<file path="src/rtl/buck_pwm_pkg.sv">
package buck_pwm_pkg;
  typedef enum logic [2:0] {
    ST_FLT  = 3'd0,  // both drives low, fault or reset
    ST_LS   = 3'd1,  // low-side on, waiting for tick
    ST_WAIT = 3'd2,  // low-side released, waiting for sense
    ST_HS   = 3'd3,  // high-side on
    ST_DEAD = 3'd4,  // fixed dead time after high-side off
    ST_TMO  = 3'd5   // sense timeout, hold low until tick
  } pwm_state_e;
endpackage

</file>
<file path="src/rtl/buck_cnt.sv">
module buck_cnt #(
  parameter int W = 8
) (
  input  logic         clk_i,
  input  logic         rst_ni,
  input  logic         clr_i,
  output logic [W-1:0] cnt_o
);
  always_ff @(posedge clk_i or negedge rst_ni) begin
    if (!rst_ni)             cnt_o <= '0;
    else if (clr_i)          cnt_o <= '0;
    else if (cnt_o != '1)    cnt_o <= cnt_o + 1'b1;
  end
endmodule

</file>
<file path="src/rtl/buck_fsm.sv">
module buck_fsm
  import buck_pwm_pkg::*;
#(
  parameter int BLANK_CYC  = 6,
  parameter int DEAD_CYC   = 5,
  parameter int MAX_ON_CYC = 450,
  parameter int LS_TMO_CYC = 50,
  parameter int CW         = 9
) (
  input  logic          clk_i,
  input  logic          rst_ni,
  input  logic          tick_i,
  input  logic          peak_i,
  input  logic          valley_i,
  input  logic          ls_off_i,
  input  logic          fault_i,
  input  logic [CW-1:0] cnt_i,
  output logic          clr_o,
  output logic          hs_en_o,
  output logic          ls_en_o,
  output logic          tmo_o
);
  localparam logic [CW-1:0] BLANK_C   = CW'(BLANK_CYC);
  localparam logic [CW-1:0] ON_LAST   = CW'(MAX_ON_CYC - 1);
  localparam logic [CW-1:0] DEAD_LAST = CW'(DEAD_CYC - 1);
  localparam logic [CW-1:0] TMO_LAST  = CW'(LS_TMO_CYC - 1);

  pwm_state_e state_q, state_d;
  logic       peak_ok;

  // leading-edge blanking of the current comparator
  assign peak_ok = peak_i && (cnt_i >= BLANK_C);

  always_comb begin
    state_d = state_q;
    if (fault_i) begin
      state_d = ST_FLT;
    end else begin
      unique case (state_q)
        ST_FLT:  state_d = ST_LS;
        ST_LS,
        ST_TMO:  if (tick_i) state_d = valley_i ? ST_LS : ST_WAIT;
        ST_WAIT: begin
          if (ls_off_i)               state_d = ST_HS;
          else if (cnt_i == TMO_LAST) state_d = ST_TMO;
        end
        ST_HS:   if (peak_ok || cnt_i == ON_LAST) state_d = ST_DEAD;
        ST_DEAD: if (cnt_i == DEAD_LAST) state_d = ST_LS;
        default: state_d = ST_FLT;
      endcase
    end
  end

  always_ff @(posedge clk_i or negedge rst_ni) begin
    if (!rst_ni) state_q <= ST_FLT;
    else         state_q <= state_d;
  end

  assign clr_o   = (state_d != state_q);
  assign hs_en_o = (state_q == ST_HS) && !fault_i;
  assign ls_en_o = (state_q == ST_LS) && !fault_i;
  assign tmo_o   = (state_q == ST_TMO);

  assert_no_overlap_R8: assert property (@(posedge clk_i) disable iff (!rst_ni)
    !(hs_en_o && ls_en_o));

  assert_hs_after_sense_R6: assert property (@(posedge clk_i) disable iff (!rst_ni)
    $rose(hs_en_o) |-> $past(ls_off_i));

  assert_on_limit_R4: assert property (@(posedge clk_i) disable iff (!rst_ni)
    (state_q == ST_HS) |-> (cnt_i <= ON_LAST));

  assert_blank_R3: assert property (@(posedge clk_i) disable iff (!rst_ni || fault_i)
    (state_q == ST_HS && cnt_i < BLANK_C) |=> (state_q == ST_HS));

  assert_valley_skip_R5: assert property (@(posedge clk_i) disable iff (!rst_ni || fault_i)
    (state_q == ST_LS && tick_i && valley_i) |=> ls_en_o);

  assert_dead_rise_R7: assert property (@(posedge clk_i) disable iff (!rst_ni)
    $rose(ls_en_o) |-> !$past(hs_en_o));
endmodule

</file>
<file path="src/rtl/buck_pwm_core.sv">
module buck_pwm_core #(
  parameter int BLANK_CYC  = 6,
  parameter int DEAD_CYC   = 5,
  parameter int MAX_ON_CYC = 450,
  parameter int LS_TMO_CYC = 50
) (
  input  logic clk_i,
  input  logic rst_ni,
  input  logic osc_tick_i,
  input  logic peak_trip_i,
  input  logic valley_lim_i,
  input  logic ls_off_i,
  input  logic fault_i,
  output logic hs_en_o,
  output logic ls_en_o,
  output logic ls_timeout_o
);
  localparam int M1   = (MAX_ON_CYC > LS_TMO_CYC) ? MAX_ON_CYC : LS_TMO_CYC;
  localparam int CMAX = (M1 > DEAD_CYC) ? M1 : DEAD_CYC;
  localparam int CW   = $clog2(CMAX + 1);

  logic          clr;
  logic [CW-1:0] cnt;

  buck_cnt #(.W(CW)) u_cnt (
    .clk_i  (clk_i),
    .rst_ni (rst_ni),
    .clr_i  (clr),
    .cnt_o  (cnt)
  );

  buck_fsm #(
    .BLANK_CYC  (BLANK_CYC),
    .DEAD_CYC   (DEAD_CYC),
    .MAX_ON_CYC (MAX_ON_CYC),
    .LS_TMO_CYC (LS_TMO_CYC),
    .CW         (CW)
  ) u_fsm (
    .clk_i    (clk_i),
    .rst_ni   (rst_ni),
    .tick_i   (osc_tick_i),
    .peak_i   (peak_trip_i),
    .valley_i (valley_lim_i),
    .ls_off_i (ls_off_i),
    .fault_i  (fault_i),
    .cnt_i    (cnt),
    .clr_o    (clr),
    .hs_en_o  (hs_en_o),
    .ls_en_o  (ls_en_o),
    .tmo_o    (ls_timeout_o)
  );
endmodule

</file>
<file path="config.mk">
export PLATFORM = sky130hd
export DESIGN_NAME = buck_pwm_core
export DESIGN_NICKNAME = d
export VERILOG_FILES = /design/src/rtl/buck_pwm_pkg.sv /design/src/rtl/buck_cnt.sv /design/src/rtl/buck_fsm.sv /design/src/rtl/buck_pwm_core.sv
export SDC_FILE = /design/constraint.sdc
export NUM_CORES = 1
export LEC_CHECK = 0
export ABC_AREA = 0
export BUFFER_PORTS_ARGS = -buffer_cell sky130_fd_sc_hd__clkbuf_2
export CORE_MARGIN = 3
export CORE_UTILIZATION = 60
export DETAILED_ROUTE_END_ITERATION = 6
export PLACE_DENSITY = 0.81
export SLEW_MARGIN = 20
export SYNTH_ARGS = -nofsm -noshare
export SYNTH_HDL_FRONTEND = slang
export SYNTH_SLANG_ARGS = --single-unit
export TNS_END_PERCENT = 50
</file>
<file path="constraint.sdc">
create_clock -name clk_i -period 6.5 [get_ports clk_i]
set_input_delay 0.65 -clock clk_i [delete_from_list [all_inputs] [get_ports clk_i]]
set_output_delay 0.65 -clock clk_i [all_outputs]
set_load 0.01 [all_outputs]
</file>
==> results of run 1 <==
[cell usage in the layout (no fill, tap or decap), types with 2 or more instances in the layout]
cell,netlist,final
nor2b_1,2,2
clkbuf_4,0,3
dfrtp_1,12,12
clkbuf_2,0,9
xor2_1,4,4
or4_4,2,2
nand2_1,7,7
a211oi_2,2,2
xnor2_1,4,4
ha_1,5,5
nand2b_1,2,2
nor2_1,19,19
inv_1,4,4
a211oi_1,3,3
mux2i_1,2,2
a31oi_1,2,2
nand4b_1,3,3
nor3_1,4,4
a21oi_1,3,3
nand3_1,3,3
a211o_1,2,2
[stage by stage]
step                      instances  total power (uW)   util  hold slack, ns
after floorplan                 108               122      -           0.354
after global placement          127               133  0.711           0.555
after detailed placement        127               133  0.711           0.547
after CTS                       131               191  0.737           0.255
after global routing            131               201  0.737           0.259
final                           131               188  0.737           0.252
[flip-flops by register name, summed over array words and instances, names as in the netlist]
| register | flops |
|---|---|
| u_cnt.cnt_o | 9 |
| u_fsm.state_q | 3 |
[logic make-up after synthesis]
family | after synthesis | synth area share
buf+inv | 9 | 0.0378
xor+xnor | 8 | 0.0756
compound gates | 21 | 0.178
fa+ha+maj | 5 | 0.0675
flops | 12 | 0.324
mux | 2 | 0.0216
simple gates | 51 | 0.296
[worst max-delay path by stage]
stage / to / slack [ns] / depth (start not counted) / from
2_1_floorplan: u_cnt.cnt_o[0]$_DFFE_PN0P_ / 4.45 / 6 / u_cnt.cnt_o[6]$_DFFE_PN0P_
3_3_place_gp: u_cnt.cnt_o[0]$_DFFE_PN0P_ / 4.34 / 6 / u_cnt.cnt_o[6]$_DFFE_PN0P_
3_5_place_dp: u_cnt.cnt_o[4]$_DFFE_PN0P_ / 4.32 / 6 / u_cnt.cnt_o[6]$_DFFE_PN0P_
4_1_cts: u_cnt.cnt_o[6]$_DFFE_PN0P_ / 4.31 / 6 / u_cnt.cnt_o[6]$_DFFE_PN0P_
5_1_grt: u_cnt.cnt_o[2]$_DFFE_PN0P_ / 4.18 / 6 / u_cnt.cnt_o[6]$_DFFE_PN0P_
6_report: u_cnt.cnt_o[8]$_DFFE_PN0P_ / 4.32 / 6 / u_cnt.cnt_o[6]$_DFFE_PN0P_
[layer usage]
metal,GRT usage,part of all wire
met4,0.0585,0.0073
met2,0.387,0.52
met1,0.235,0.41
met5,0,0
met3,0.0637,0.054
[area by class of cell]
cell class / instances / area share
multi-input combinational: 87 / 0.588
sequential: 12 / 0.298
inverter: 4 / 0.0149
clock buffer: 4 / 0.0360
tap: 15 / 0.0186
timing repair buffer: 9 / 0.0447
[critical path, cell delays in order (launching register included)]
cell and delay, ns:
dfrtp_1 0.42, or4_4 0.59, or3_1 0.38, a211oi_1 0.24, nor3_1 0.10, o21ai_4 0.25
nor2_1 0.08
[power by group]
part	switching, uW	internal (uW)	total (uW)
combinational	24.0	19.3	43.3
clock	22.5	34.0	56.5
sequential	9.02	79.3	88.3
total	55.5	133	188
[cell usage after synthesis (3+ instances only)]
| cell type | instances |
|---|---|
| nand3_1 | 3 |
| nand2_1 | 7 |
| xor2_1 | 4 |
| inv_1 | 4 |
| ha_1 | 5 |
| a211oi_1 | 3 |
| dfrtp_1 | 12 |
| a21oi_1 | 3 |
| nor3_1 | 4 |
| clkbuf_1 | 3 |
| nand4b_1 | 3 |
| xnor2_1 | 4 |
| nor2_1 | 19 |
==> key figures, run 1 <==
Outcome
  • Status: complete, no violations

Synth
  • Post-Syn Nets: 120
  • Number of flops mapped to enable cells by yosys: 0
  • Cell variety after synth: 40
  • Largest area contributor in the netlist: dfrtp_1
  • Synth Cell Area: 927 sq um
  • Synthesized flop and latch total: 12
  • Ys async rst share: 1.00
  • Share of the synthesized area in the top cell type: 0.324
  • Cells after Synth: 108
  • Top_reg_cell synth: dfrtp_1
  • Mean Syn Cell Area: 8.58 sq um
  • Yosys warns: 0
  • Top cells by area, synth: dfrtp_1 32%, nor2_1 7.7%, ha_1 6.7%
  • Sequential fraction of the synthesis area: 0.324

Timing
  • Min Tclk post-route: 2.18 ns
  • Slew margin rel.: 0.737
  • Max-slew violations: 0
  • Timing-limited maximum frequency: 458 MHz
  • Max Clock Skew: 0.00114 ns
  • Final period util: 0.336
  • Fin worst setup slack: 4.32 ns
  • RSZ-0062 raised after global routing: no
  • Final setup vio count: 0
  • Setup TNS: 0 ns
  • Worst Max-Slew Pin Slew: 0.394 ns
  • Final Hold Fails: 0

Critical path
  • CP endpoint kind: register
  • Arr. time, crit path: 2.33 ns
  • WS Path Type: reg -> reg
  • CP max FO: 9
  • Reg2reg start: u_cnt.cnt_o[6]$_DFFE_PN0P_
  • Startpoint Class: register
  • Worst Path Required: 6.65 ns
  • Reg2Reg Depth: 6
  • Worst r2r dst: u_cnt.cnt_o[8]$_DFFE_PN0P_
  • Reg2Reg Setup Slack: 4.32 ns

Die
  • # rows: 13
  • Die X: 45.3 microns
  • Core area: 1370 sq um
  • Total I/O pin count: 10
  • Die Ht: 45.3 microns
  • Die area: 2050 sq um
  • Initial Util: 0.679

Clock network
  • Clock buffer count from CTS: 3
  • Post-cts resize count: 0
  • Clock Tree Buf Depth: 2
  • CTS tree: yes
  • Post-CTS Setup Bufs: 0
  • Worst-path clk slew: 0.07 ns
  • H-tree levels: 1
  • Clock Tree Root: clkbuf_4
  • CTS sink cnt: 12
  • # hold bufs at CTS: 0
  • Worst-Skew Late Latency: 0.27 ns

Drt
  • Post-route ant nets: 0
  • Vias: 790
  • Drt wl/cell: 13.7 microns
  • # DRC: 0
  • Vias/cell: 6.03
  • Initial DRC Count: 10
  • Drt pass-1 iters: 4
  • Post-Route WL: 1.79 mm

Placed design
  • Placed Area: 971 sq um
  • Port buffer count: 9
  • GP Congestion: 0.898
  • DP HPWL: 1.41 mm
  • Post-Place Worst Slack: 4.32 ns

GRT
  • All-Layer GR Usage: 0.212
  • Largest net degree at the start of global routing: 14
  • Antenna violations before repair: 0
  • Final global-route overflow total: 0
  • First-pass GRT wire length: 3.16 mm
  • Vias in the first global route: 744

Layout
  • Synth-to-layout area growth: 8.64%
  • Multi-input gate area: 592 sq um
  • Layout cells sized above 1: 0.164
  • N_diodes: 0
  • Layout net count: 129
  • Register area: 300 sq um
  • Filler cells: 114
  • Final Cell Area: 1010 sq um

Power
  • Max VDD drop: 0.188 mV
  • Static Leak: 0.000432 uW
  • Pwr/cell area: 187 nW/um^2

Job
  • MaxCap Viol Count: 0

Worst hold path
  • Class of the worst hold path: in -> async
Power figures use the tool's default switching activity.
==> inputs of run 2 (changes only) <==
--- a/config.mk
+++ b/config.mk
@@ -8,9 +8,9 @@
 export ABC_AREA = 0
 export BUFFER_PORTS_ARGS = -buffer_cell sky130_fd_sc_hd__clkbuf_2
 export CORE_MARGIN = 3
-export CORE_UTILIZATION = 60
+export CORE_UTILIZATION = 56
 export DETAILED_ROUTE_END_ITERATION = 6
-export PLACE_DENSITY = 0.81
+export PLACE_DENSITY = 0.77
 export SLEW_MARGIN = 20
 export SYNTH_ARGS = -nofsm -noshare
 export SYNTH_HDL_FRONTEND = slang
==> constraint.sdc (replaced) <==
create_clock -name clk_i -period 2.13 [get_ports clk_i]
set_input_delay 0.213 -clock clk_i [delete_from_list [all_inputs] [get_ports clk_i]]
set_output_delay 0.213 -clock clk_i [all_outputs]
set_load 0.01 [all_outputs]
==> run 2 against run 1 <==
The run now ends with setup timing left. Via count up 16%. Routed wire length up 40%. Non-clock buffer count up 12. First-iteration DRC count up 110%. Clock power rose to 3.2 times the previous value. Combinational power rose to 4.2 times the previous value. Critical path depth up 1. Sequential cell count unchanged.
==> key figures, run 2 (same netlist as run 1, synthesis figures left out) <==
Timing
  • RSZ-0062 raised after global routing: yes
  • Slew margin rel.: 0.648 (-0.0889)
  • Max Clock Skew: 0.00185 ns (+0.000712 ns)
  • Fin worst setup slack: -0.0532 ns (-4.37 ns)
  • Setup TNS: -0.319 ns (-0.319 ns)
  • Final setup vio count: 9 (+9)
  • Max-slew violations: 0 (unchanged)
  • Final Hold Fails: 0 (unchanged)
  • Timing-limited maximum frequency: 458 MHz (about the same)
  • Min Tclk post-route: 2.18 ns (-0.00175 ns)
  • Final period util: 1.02 (+0.689)
  • Worst Max-Slew Pin Slew: 0.527 ns (+0.132 ns)

Layout
  • Layout net count: 142 (+10%)
  • Layout cells sized above 1: 0.310 (+0.146)
  • Top reg by flops: u_cnt.cnt_o
  • Register area: 300 sq um (unchanged)
  • Multi-input gate area: 644 sq um (+8.9%)
  • Filler cells: 113 (-0.88%)
  • Synth-to-layout area growth: 24.4%
  • Commonest cells after routing, fill and taps aside: 17 x nor2_1, 12 x dfrtp_1, 11 x buf_4, 9 x clkbuf_2, 7 x nand2_1
  • N_diodes: 0 (unchanged)
  • Biggest regs: u_cnt.cnt_o x9, u_fsm.state_q x3
  • Largest register FFs: 9 (unchanged)
  • Finished Layout Cells: 145 (+11%)
  • Commonest non-fill, non-tap cell in the layout: nor2_1
  • Final core utilization: 0.757 (+0.0198)

Die
  • Initial Util: 0.608 (-0.0702)
  • Die X: 46.7 microns (+3.0%)
  • Die area: 2180 sq um (+6.2%)
  • # rows: 14 (+1)
  • Core area: 1520 sq um (+12%)
  • Total I/O pin count: 10 (unchanged)
  • Die Ht: 46.7 microns (+3.0%)

GRT
  • First-pass GRT wire length: 3.97 mm (+26%)
  • All-Layer GR Usage: 0.263 (+0.0510)
  • Vias in the first global route: 908 (+22%)
  • Antenna violations before repair: 0 (unchanged)
  • Final global-route overflow total: 0 (unchanged)
  • Largest net degree at the start of global routing: 13 (-1)

Drt
  • # DRC: 0 (unchanged)
  • Drt pass-1 iters: 4 (unchanged)
  • Vias/cell: 6.32 (+4.8%)
  • Post-Route WL: 2.51 mm (+40%)
  • Initial DRC Count: 21 (+11)
  • Post-route ant nets: 0 (unchanged)
  • Vias: 916 (+16%)
  • Drt wl/cell: 17.3 microns (+27%)

Critical path
  • CP max FO: 6 (-3)
  • Worst-path cell chain: or4_4 > or4_4 > a211oi_2 > a211oi_2 > buf_4 > o21ai_4 > nor2_1
  • Reg2Reg Setup Slack: -0.05 ns (-4.37 ns)
  • CP endpoint kind: register
  • WS Path Type: reg -> reg
  • Worst stage delay on the critical path: 0.58 ns (about the same)
  • Startpoint Class: register
  • Buf+Inv Stages, Crit Path: 1 (+1)
  • Total stage count of the critical path: 7 (+1)
  • Largest delay share family, worst path: simple AND/OR/NAND/NOR gates
  • Slowest CP cell: or4_4
  • Worst r2r dst: u_cnt.cnt_o[4]$_DFFE_PN0P_
  • Arr. time, crit path: 2.34 ns (about the same)
  • Reg2Reg Depth: 7 (+1)
  • Reg2reg start: u_cnt.cnt_o[8]$_DFFE_PN0P_
  • Worst Path Required: 2.29 ns (-4.36 ns)

Clock network
  • Clock Tree Root: clkbuf_4
  • CTS sink cnt: 12 (unchanged)
  • CTS tree: yes
  • H-tree levels: 1 (unchanged)
  • Worst-Skew Late Latency: 0.27 ns (about the same)
  • Worst-path clk slew: 0.07 ns (about the same)
  • Clock Tree Buf Depth: 2 (unchanged)
  • Clock buffer count from CTS: 3 (unchanged)

Power
  • Overall power: 626 uW (+230%)
  • Clk pwr share: 0.285 (-0.015)
  • Sw frac: 0.326 (+0.0311)
  • Max VDD drop: 0.621 mV (+230%)
  • Pwr/cell area: 543 nW/um^2 (+190%)
  • Cell Int Power: 422 uW (+220%)
  • Static Leak: 0.000502 uW (+16%)
  • P_sw: 204 uW (+270%)
  • Comb pwr share: 0.293 (+0.063)
  • Sequential Power Share: 0.421 (-0.048)

Placed design
  • GP Congestion: 0.930 (+3.5%)
  • Placed Cells: 137 (+7.9%)
  • DP HPWL: 1.77 mm (+25%)
  • Port buffer count: 9 (unchanged)

Worst hold path
  • WHS Path Cells: 2
  • Min-Delay Endpoint: u_fsm.state_q[0]$_DFF_PN0_
  • Class of the worst hold path: in -> reg
  • Hold Path Origin: fault_i

Job
  • MaxCap Viol Count: 0 (unchanged)

Outcome
  • Violated checks: setup timing
  • Status: finished, violations left
[run 2: cell types whose count changed in the layout (fill, tap and decap cells not counted), sizes merged]
cell / delta
o21ai: +1
buf: +11
dlygate4sd3: +1
[run 2: metal layers]
layer,part of all wire,track usage,wire length [microns],vias to the layer above
li1,-,-,-,431
met1,0.38,0.287,951,443
met2,0.54,0.505,1370,34
met3,0.059,0.0586,148,8
met4,0.018,0.0608,46,0
met5,0,0,0,-
[run 2: power by group through the flow]
stage | Combinational (uW) | Sequential, uW | Clock (uW)
final | 184 | 264 | 179
after global routing | 204 | 267 | 193
after CTS | 161 | 264 | 181
after detailed placement | 151 | 268 | 0
after global placement | 146 | 266 | 0
after floorplan | 114 | 259 | 0
[run 2: worst max path at each step]
stage                               start                    endpoint  slack (ns)
6_report       u_cnt.cnt_o[8]$_DFFE_PN0P_  u_cnt.cnt_o[4]$_DFFE_PN0P_       -0.05
5_1_grt        u_fsm.state_q[2]$_DFF_PN0_  u_cnt.cnt_o[0]$_DFFE_PN0P_       -0.14
4_1_cts        u_cnt.cnt_o[7]$_DFFE_PN0P_  u_cnt.cnt_o[8]$_DFFE_PN0P_       0.003
3_5_place_dp   u_cnt.cnt_o[6]$_DFFE_PN0P_  u_cnt.cnt_o[0]$_DFFE_PN0P_       -0.04
3_3_place_gp   u_cnt.cnt_o[6]$_DFFE_PN0P_  u_cnt.cnt_o[4]$_DFFE_PN0P_       0.005
2_1_floorplan  u_cnt.cnt_o[6]$_DFFE_PN0P_  u_cnt.cnt_o[0]$_DFFE_PN0P_        0.08
[run 2: timing repair]
item,4_1_cts,5_1_grt
endpoints found under the hold margin,12,0
endpoints found under the setup margin,9,10
gates resized for setup,0,11
gates cloned,1,0
pin swaps,4,6
hold buffers,1,0
setup buffers,0,2
[run 2: through the flow]
step,cell area (sq um),setup WS [ns],hold WS [ns]
global route,1150,-0.141,0.272
detailed placement,1040,-0.0389,0.116
CTS,1090,0.00265,0.235
finish,1150,-0.0532,0.258
floorplan,927,0.0792,-0.0826
global placement,1040,0.00503,0.113
[run 2: final cells by class]
class,instances,share of cell area
multi-input cells,88,0.559
flip-flops and latches,12,0.260
repair buffers,21,0.119
clock buffers,4,0.0315
well taps,16,0.0174
inverters,4,0.0130
==> inputs of run 3 (changes only) <==
--- a/config.mk
+++ b/config.mk
@@ -10,7 +10,9 @@
 export CORE_MARGIN = 3
 export CORE_UTILIZATION = 56
 export DETAILED_ROUTE_END_ITERATION = 6
+export MAX_ROUTING_LAYER = met4
 export PLACE_DENSITY = 0.77
+export SKIP_LAST_GASP = 1
 export SLEW_MARGIN = 20
 export SYNTH_ARGS = -nofsm -noshare
 export SYNTH_HDL_FRONTEND = slang
==> run 3 against run 2 <==
The run still ends with setup timing left. Clock skew fell by 0.0012 ns. Global-route usage rose by 0.65 points. Routed wire length fell by 7.8%. Largest power group unchanged.
==> key figures, run 3 (same netlist as run 1, synthesis figures left out) <==
Outcome
  • Status: finished, violations left
  • Violated checks: setup timing

Clock network
  • H-tree levels: 1 (unchanged)
  • CTS sink cnt: 12 (unchanged)
  • Post-CTS Setup Bufs: 0 (unchanged)
  • Worst-Skew Late Latency: 0.27 ns (about the same)
  • CTS tree: yes
  • Clock Tree Buf Depth: 2 (unchanged)
  • Clock buffer count from CTS: 3 (unchanged)
  • Clock Tree Root: clkbuf_4
  • Worst-path clk slew: 0.07 ns (about the same)

Placed design
  • Port buffer count: 9 (unchanged)
  • DP HPWL: 1.67 mm (-5.3%)
  • Post-Place Worst Slack: -0.0392 ns (-0.000326 ns)
  • GP Congestion: 0.985 (+5.9%)

GRT
  • All-Layer GR Usage: 0.270 (+0.00650)
  • Antenna violations before repair: 0 (unchanged)
  • Vias in the first global route: 869 (-4.3%)
  • First-pass GRT wire length: 3.95 mm (-0.70%)
  • Largest net degree at the start of global routing: 13 (unchanged)
  • Final global-route overflow total: 0 (unchanged)

Critical path
  • Worst Path Required: 2.29 ns (about the same)
  • CP max FO: 6 (unchanged)
  • Buf+Inv Stages, Crit Path: 0 (-1)
  • Arr. time, crit path: 2.31 ns (-0.03 ns)
  • Startpoint Class: register
  • Worst stage delay on the critical path: 0.58 ns (about the same)
  • Largest delay share family, worst path: simple AND/OR/NAND/NOR gates
  • WS Path Type: reg -> reg
  • Worst-path cell chain: or4_4 > or4_4 > a211oi_2 > a211oi_2 > o21ai_2 > nor2_1
  • Slowest CP cell: or4_4
  • CP endpoint kind: register

Power
  • Pwr/cell area: 542 nW/um^2 (-0.18%)
  • Static Leak: 0.000501 uW (-0.34%)
  • Max VDD drop: 0.494 mV (-20%)

Layout
  • Synth-to-layout area growth: 22.5%
  • Largest register FFs: 9 (unchanged)
  • Layout cells sized above 1: 0.281 (-0.0288)
  • N_diodes: 0 (unchanged)
  • Biggest regs: u_cnt.cnt_o x9, u_fsm.state_q x3
  • Top reg by flops: u_cnt.cnt_o
  • Commonest non-fill, non-tap cell in the layout: nor2_1
  • Layout net count: 141 (-0.70%)
  • Filler cells: 116 (+2.7%)
  • Commonest cells after routing, fill and taps aside: 19 x nor2_1, 12 x dfrtp_1, 10 x buf_4, 9 x clkbuf_2, 7 x nand2_1

Drt
  • Post-route ant nets: 0 (unchanged)
  • Vias/cell: 6.03 (-4.5%)
  • Drt wl/cell: 16.1 microns (-7.1%)
  • Drt pass-1 iters: 4 (unchanged)
  • Post-Route WL: 2.32 mm (-7.8%)
  • # DRC: 0 (unchanged)
  • Vias: 869 (-5.1%)
  • Initial DRC Count: 27 (+29%)

Timing
  • Final setup vio count: 5 (-4)
  • Final period util: 1.01 (-0.0168)
  • Final Hold Fails: 0 (unchanged)
  • Worst Max-Slew Pin Slew: 0.500 ns (-0.0269 ns)
  • Slew margin rel.: 0.664 (+0.0162)
  • Fin worst setup slack: -0.0173 ns (+0.0359 ns)
  • RSZ-0062 raised after global routing: yes
  • Setup TNS: -0.0503 ns (+0.269 ns)
  • Max-slew violations: 0 (unchanged)
  • Timing-limited maximum frequency: 466 MHz (+1.7%)
  • Min Tclk post-route: 2.15 ns (-0.0359 ns)
  • Max Clock Skew: 0.000625 ns (-0.00123 ns)
  • Hold WS: 0.279 ns (+0.0215 ns)

Die
  • Die area: 2180 sq um (unchanged)
  • Core area: 1520 sq um (unchanged)
  • Die Ht: 46.7 microns (unchanged)
  • Total I/O pin count: 10 (unchanged)
  • Initial Util: 0.608 (unchanged)
  • # rows: 14 (unchanged)
  • Die X: 46.7 microns (unchanged)

Worst hold path
  • Class of the worst hold path: in -> reg

Job
  • MaxCap Viol Count: 0 (unchanged)
## run 3: power breakdown
part	internal [uW]	switching (uW)	total, uW
clock	104	72.6	177
sequential	242	24.2	266
combinational	73.9	98.8	173
total	420	196	616
## run 3: worst register-to-register path, stage by stage (launching register included)
cell	delay [ns]
dfrtp_1	0.39
or4_4	0.58
or4_4	0.51
a211oi_2	0.21
a211oi_2	0.14
o21ai_2	0.14
nor2_1	0.08
## run 3: timing repair
item	4_1_cts	5_1_grt
pin swaps	5	6
hold buffers	1	0
endpoints found under the setup margin	9	10
resized for setup	4	3
hold endpoints to repair	12	0
cloned	1	0
## run 3: final cells by class
| class | count | area, sq um | area share |
|---|---|---|---|
| clock buffer | 4 | 36.3 | 0.0319 |
| inverter | 4 | 15.0 | 0.0132 |
| multi-input combinational | 88 | 634 | 0.558 |
| sequential | 12 | 300 | 0.264 |
| tap | 16 | 20.0 | 0.0176 |
| timing repair buffer | 20 | 130 | 0.115 |
## run 3: routing by layer
metal  track usage  up-vias  part of all wire  wire (microns)
li1              -      429                 -               -
met1         0.313      407              0.41             954
met2         0.453       27              0.52            1210
met3        0.0625        6             0.045             104
met4        0.0939        0             0.021              48
met5             -        -                 0               0
## run 3: stage by stage
stage / total power, uW / cells / util / instance area [sq um]
floorplan: 373 / 108 / - / 927
global placement: 415 / 138 / 0.687 / 1050
detailed placement: 421 / 138 / 0.687 / 1050
CTS: 612 / 144 / 0.736 / 1120
global route: 655 / 144 / 0.745 / 1140
finish: 616 / 144 / 0.745 / 1140
## run 3: worst paths after layout
path	startpoint	end	slack, ns	depth (start not counted)
min	fault_i	u_fsm.state_q[0]$_DFF_PN0_	0.28	2
max	u_cnt.cnt_o[8]$_DFFE_PN0P_	u_cnt.cnt_o[1]$_DFFE_PN0P_	-0.02	6
min in group asynchronous	rst_ni	u_fsm.state_q[0]$_DFF_PN0_	0.35	2
max reg2reg	u_cnt.cnt_o[8]$_DFFE_PN0P_	u_cnt.cnt_o[1]$_DFFE_PN0P_	-0.02	6
min reg2reg	u_fsm.state_q[1]$_DFF_PN0_	u_fsm.state_q[0]$_DFF_PN0_	0.60	1
max in group asynchronous	rst_ni	u_cnt.cnt_o[7]$_DFFE_PN0P_	1.56	2
